<file path="config.mk">
export PLATFORM = sky130hd
export DESIGN_NAME = wrs_stall_ctrl
export DESIGN_NICKNAME = d
export VERILOG_FILES = /design/src/rtl/wrs_pkg.sv /design/src/rtl/wrs_cycle_timer.sv /design/src/rtl/wrs_wake_detect.sv /design/src/rtl/wrs_fault_policy.sv /design/src/rtl/wrs_stall_ctrl.sv
export SDC_FILE = /design/constraint.sdc
export NUM_CORES = 1
export LEC_CHECK = 0
export CAP_MARGIN = 20
export CORE_MARGIN = 5
export CORE_UTILIZATION = 40
export CTS_CLUSTER_DIAMETER = 50
export CTS_CLUSTER_SIZE = 40
export DETAILED_ROUTE_END_ITERATION = 16
export HOLD_SLACK_MARGIN = 0.15
export PLACE_DENSITY = 0.73
export SKIP_LAST_GASP = 1
export SYNTH_ARGS = -nofsm -noshare
export SYNTH_HDL_FRONTEND = slang
export SYNTH_HIERARCHICAL = 1
export SYNTH_SLANG_ARGS = --single-unit
</file>
<file path="constraint.sdc">
create_clock -name clk -period 3.9 [get_ports clk]
set_input_delay 0.78 -clock clk [delete_from_list [all_inputs] [get_ports clk]]
set_output_delay 0.78 -clock clk [all_outputs]
set_load 0.02 [all_outputs]
</file>
<file path="src/rtl/wrs_pkg.sv">
package wrs_pkg;

    typedef enum logic [1:0] {
        PRIV_U    = 2'b00,
        PRIV_S    = 2'b01,
        PRIV_RSVD = 2'b10,
        PRIV_M    = 2'b11
    } priv_e;

    typedef enum logic {
        WAIT_NTO = 1'b0,
        WAIT_STO = 1'b1
    } flavour_e;

    typedef enum logic [1:0] {
        FLT_NONE    = 2'b00,
        FLT_ILLEGAL = 2'b01,
        FLT_VIRTUAL = 2'b10
    } fault_e;

    typedef enum logic {
        ST_IDLE = 1'b0,
        ST_WAIT = 1'b1
    } state_e;

    // Context captured when a wait is accepted
    typedef struct packed {
        flavour_e flavour;
        fault_e   fault;
    } wait_ctx_t;

    // Registered one-cycle responses
    typedef struct packed {
        logic done;
        logic illegal;
        logic virt;
    } resp_t;

    // Fault raised if the bounded deadline passes for the no-timeout flavour
    function automatic fault_e deadline_fault(priv_e p, logic v, logic tw_b, logic vtw_b);
        if (p == PRIV_M)
            return FLT_NONE;
        if (tw_b)
            return FLT_ILLEGAL;
        if (v && vtw_b)
            return FLT_VIRTUAL;
        return FLT_NONE;
    endfunction

endpackage

</file>
<file path="src/rtl/wrs_cycle_timer.sv">
module wrs_cycle_timer #(
    parameter int LIMIT = 64
) (
    input  logic clk,
    input  logic rst,
    input  logic restart,
    input  logic run,
    output logic expired
);
    localparam int CW = (LIMIT > 1) ? $clog2(LIMIT) : 1;
    localparam logic [CW-1:0] LAST = CW'(LIMIT - 1);

    logic [CW-1:0] cnt;

    always_ff @(posedge clk) begin
        if (rst || restart)
            cnt <= '0;
        else if (run && (cnt != LAST))
            cnt <= cnt + 1'b1;
    end

    assign expired = run && (cnt == LAST);

    // Counter saturates at its last value rather than wrapping
    assert_hold_at_limit_R11: assert property (@(posedge clk) disable iff (rst)
        (expired && !restart) |=> (cnt == LAST));

endmodule

</file>
<file path="src/rtl/wrs_wake_detect.sv">
module wrs_wake_detect #(
    parameter int IRQ_W = 16
) (
    input  logic             rsv_valid,
    input  logic [IRQ_W-1:0] irq_pending,
    input  logic             early_end,
    output logic             wake
);
    // Enables are deliberately ignored: any pending line counts
    assign wake = !rsv_valid || (|irq_pending) || early_end;
endmodule

</file>
<file path="src/rtl/wrs_fault_policy.sv">
module wrs_fault_policy
    import wrs_pkg::*;
(
    input  flavour_e flavour,
    input  priv_e    priv,
    input  logic     virt,
    input  logic     tw,
    input  logic     vtw,
    output fault_e   fault
);
    always_comb begin
        if (flavour == WAIT_STO)
            fault = FLT_NONE;
        else
            fault = deadline_fault(priv, virt, tw, vtw);
    end
endmodule

</file>
<file path="src/rtl/wrs_stall_ctrl.sv">
module wrs_stall_ctrl
    import wrs_pkg::*;
#(
    parameter int IRQ_W     = 16,
    parameter int SHORT_CYC = 64,
    parameter int TRAP_CYC  = 1024
) (
    input  logic             clk,
    input  logic             rst,
    input  logic             issue_vld,
    input  logic             issue_sto,
    input  logic             rsv_valid,
    input  logic [IRQ_W-1:0] irq_pending,
    input  logic             early_end,
    input  logic [1:0]       priv,
    input  logic             virt,
    input  logic             tw,
    input  logic             vtw,
    output logic             stall,
    output logic             done,
    output logic             illegal_fault,
    output logic             virt_fault
);
    state_e    state;
    wait_ctx_t ctx;
    resp_t     resp;
    fault_e    pol_fault;
    logic      wake;
    logic      accept;
    logic      short_exp;
    logic      trap_exp;

    assign accept = (state == ST_IDLE) && issue_vld;

    wrs_wake_detect #(.IRQ_W(IRQ_W)) u_wake (
        .rsv_valid   (rsv_valid),
        .irq_pending (irq_pending),
        .early_end   (early_end),
        .wake        (wake)
    );

    wrs_fault_policy u_policy (
        .flavour (flavour_e'(issue_sto)),
        .priv    (priv_e'(priv)),
        .virt    (virt),
        .tw      (tw),
        .vtw     (vtw),
        .fault   (pol_fault)
    );

    wrs_cycle_timer #(.LIMIT(SHORT_CYC)) u_short_tmr (
        .clk     (clk),
        .rst     (rst),
        .restart (accept),
        .run     (state == ST_WAIT),
        .expired (short_exp)
    );

    wrs_cycle_timer #(.LIMIT(TRAP_CYC)) u_trap_tmr (
        .clk     (clk),
        .rst     (rst),
        .restart (accept),
        .run     (state == ST_WAIT),
        .expired (trap_exp)
    );

    always_ff @(posedge clk) begin
        if (rst) begin
            state <= ST_IDLE;
            ctx   <= '0;
            resp  <= '0;
        end else begin
            resp <= '0;
            unique case (state)
                ST_IDLE: begin
                    if (issue_vld) begin
                        ctx.flavour <= flavour_e'(issue_sto);
                        ctx.fault   <= pol_fault;
                        if (!rsv_valid)
                            resp.done <= 1'b1;
                        else
                            state <= ST_WAIT;
                    end
                end
                ST_WAIT: begin
                    if (wake) begin
                        resp.done <= 1'b1;
                        state     <= ST_IDLE;
                    end else if ((ctx.flavour == WAIT_STO) && short_exp) begin
                        resp.done <= 1'b1;
                        state     <= ST_IDLE;
                    end else if ((ctx.flavour == WAIT_NTO) && (ctx.fault != FLT_NONE) && trap_exp) begin
                        unique case (ctx.fault)
                            FLT_ILLEGAL: resp.illegal <= 1'b1;
                            FLT_VIRTUAL: resp.virt    <= 1'b1;
                            default:     resp.done    <= 1'b1;
                        endcase
                        state <= ST_IDLE;
                    end
                end
                default: state <= ST_IDLE;
            endcase
        end
    end

    assign stall         = (state == ST_WAIT);
    assign done          = resp.done;
    assign illegal_fault = resp.illegal;
    assign virt_fault    = resp.virt;

    assert_invalid_at_issue_R2: assert property (@(posedge clk) disable iff (rst)
        (issue_vld && !stall && !rsv_valid) |=> (done && !stall));

    assert_wake_ends_stall_R3: assert property (@(posedge clk) disable iff (rst)
        (stall && wake) |=> (done && !stall));

    assert_short_completes_R6: assert property (@(posedge clk) disable iff (rst)
        (stall && (ctx.flavour == WAIT_STO) && short_exp) |=> (done && !illegal_fault && !virt_fault));

    assert_wake_beats_deadline_R10: assert property (@(posedge clk) disable iff (rst)
        (stall && wake && trap_exp) |=> (!illegal_fault && !virt_fault));

    assert_issue_ignored_R11: assert property (@(posedge clk) disable iff (rst)
        (stall && issue_vld && !wake && !short_exp && !trap_exp) |=> stall);

    assert_resp_exclusive_R12: assert property (@(posedge clk) disable iff (rst)
        $onehot0({done, illegal_fault, virt_fault}) && !(stall && (done || illegal_fault || virt_fault)));

    assert_stall_exit_resp_R12: assert property (@(posedge clk) disable iff (rst)
        $fell(stall) |-> (done || illegal_fault || virt_fault));

endmodule

</file>
==> results.yml <==
final_layout:
  nets: 198
  layout.cells.non_filler: 209
  postLayoutCoreUtil: 0.533
  area_delta_synth_final_pct: 29.4
  diodes: 0
  drive_above_1_share: 0.109
  fillers: 290
sta:
  period_share: 0.617
  setup_tns_ns: 0
  fmax_mhz: 415
  maxSlewHeadroom: 0.693
  fin_ws_ns: 1.49
  rsz0062_at_grt: "no"
  setup_violations: 0
  final.min_clock_period_ns: 2.41
  drv_slew: 0
  fin_worst_skew_ns: 0.00202
  finalHoldViolCount: 0
  worst-slew-pin-transition_ns: 0.460
synth:
  yosysUniqueCellTypes: 49
  avgSynthCellArea_sq_um: 9.38
  ys_ff_latch: 23
  synth.net_count: 165
  synth_edf_count: 0
  syn_area_sq_um: 1250
  async_flop_share: 0
  synth_cells: 133
  yosysWarnings: 6
  ys.flop_type: "dfxtp_1"
  seq_area_frac_synth: 0.369
global_route:
  antenna_found_initial: 0
  grt_max_degree: 14
  track_usage: 0.141
  grt_pass1_vias: 1180
  grt_overflow_total: 0
  grt_pass1_wl_um: 4820
die:
  num_rows: 20
  ioPinCount: 31
  start_util: 0.412
  core_area_sq_um: 3030
  die_w_um: 65.8
  die_y_um: 65.8
  die_area_sq_um: 4340
power_and_ir_drop:
  leakage_uw: 0.000566
  power-per-cell-area_nw_per_um2: 250
  peakVddDrop_v: 0.000130
  power_uw: 403
drt:
  vias_per_cell: 5.22
  vias: 1092
  drt-total-wl_um: 2670
  wl_per_cell_um: 12.8
  ant_nets: 0
  drt_iter0_drc: 28
  drc_errors: 0
  drtPass1Iterations: 4
critical_path:
  cp_top_family: "buffers and inverters"
  endpoint_kind: "output pin"
  required_ns: 3.12
  cp_cell_sequence: "clkdlybuf4s50_1"
  cp.arrival_ns: 1.63
  crit_type: "flip-flop to output pin"
  slowest_stage: "clkdlybuf4s50_1"
  cp_num_buf_inv: 1
  start_kind: "flip-flop"
  r2r_slack_ns: 2.12
  cp_max_fo: 13
  cp_slowest_stage_delay_ns: 0.69
flow_run:
  maxCapViolCount: 0
cts:
  cts_setup_buffers: 0
  cts_tree: "built"
  cts.path.max_buffers: 2
  cts_resized: 0
  cts.sinks: 23
  path_clk_slew_ns: 0.12
  numCtsBuffers: 3
  cts_hold_buf: 0
  insertion_delay_ns: 0.30
  htreeDepth: 1
  root_buffer: "clkbuf_4"
placed_design:
  hpwl_um: 2200
  dpl_worst_slack_ns: 1.33
  dp.cells: 205
  place_congestion: 0.857
  portBuffers: 30
min_path:
  holdCritPathClass: "flip-flop to flip-flop"
outcome:
  status: "finished, final reports clean"
where the power goes:
group / internal [uW] / total [uW] / switching, uW
clock network: 39.9 / 111 / 70.9
logic: 33.2 / 51.1 / 17.8
registers: 238 / 241 / 3.41
metal layers:
layer  track usage  vias to the layer above  share of wire
met5             0                        -              0
met4        0.0674                        0         0.0071
met3        0.0323                        2          0.050
met2         0.262                       31           0.52
met1         0.147                      501           0.43
li1              -                      558              -
through the flow:
stage	hold slack, ns	area (sq um)
finish	0.508	1610
global route	0.541	1610
CTS	0.506	1610
detailed placement	0.483	1590
global placement	0.467	1590
floorplan	0.452	1250
final cells by class:
class / instances / area (sq um) / share of cell area
inverter: 8 / 30.0 / 0.0186
sequential: 23 / 460 / 0.285
tap: 44 / 55.1 / 0.0341
clock buffer: 4 / 26.3 / 0.0163
timing repair buffer: 30 / 300 / 0.186
multi-input combinational: 100 / 742 / 0.460
cell usage after synthesis, types with 2 or more instances:
library cell	number	area, sq um
mux2i_1	6	60.1
ha_1	5	62.6
and4b_1	3	30.0
nor3_2	2	20.0
xor2_1	2	17.5
nand4_1	5	31.3
nor4_1	3	18.8
dfxtp_1	23	460
inv_1	8	30.0
a21oi_1	3	15.0
nand2_1	11	41.3
or3_1	2	12.5
xnor2_1	2	17.5
a31oi_1	3	18.8
nor2_1	13	48.8
nand3_1	5	25.0
nand2b_1	2	12.5
o21ai_0	4	20.0
kinds of logic (layout without fill, tap and decap cells):
| group | count (synthesis) | count (layout) | share of synthesized area |
|---|---|---|---|
| multiplexers | 6 | 6 | 0.0481 |
| XOR/XNOR | 4 | 4 | 0.0281 |
| AND/OR/NAND/NOR | 63 | 63 | 0.320 |
| AO/OA/AOI/OAI | 22 | 22 | 0.148 |
| adder cells (fa/ha/maj) | 5 | 5 | 0.0502 |
| buffers and inverters | 10 | 42 | 0.0361 |
| flip-flops | 23 | 23 | 0.369 |
final timing paths:
kind	from	to	depth (start not counted)
worst min register to register	u_short_tmr/cnt[4]	u_short_tmr/cnt[4]	2
worst min-delay path	u_short_tmr/cnt[4]	u_short_tmr/cnt[4]	2
worst max-delay path	stall	stall	1
worst max register to register	stall	u_short_tmr/cnt[3]	4
placed cells by master, fill, tap and decap left out, types with 2 or more instances in the layout:
cell type        synthesis  layout
and4b_1                  3       3
nor2_1                  13      13
nor3_2                   2       2
nand4_1                  5       5
nand2b_1                 2       2
clkdlybuf4s50_1          0      30
o21ai_0                  4       4
clkbuf_4                 0       3
a31oi_1                  3       3
nand2_1                 11      11
ha_1                     5       5
xnor2_1                  2       2
inv_1                    8       8
dfxtp_1                 23      23
a21oi_1                  3       3
mux2i_1                  6       6
xor2_1                   2       2
nor4_1                   3       3
nand3_1                  5       5
or3_1                    2       2
registers in the layout, summed over array words and instances, names as in the netlist:
| name | cells |
|---|---|
| virt_fault | 1 |
| illegal_fault | 1 |
| u_short_tmr/cnt | 6 |
| stall | 1 |
| u_trap_tmr/cnt | 10 |
| done | 1 |
| ctx | 3 |
(Power assumes the default switching activity.)
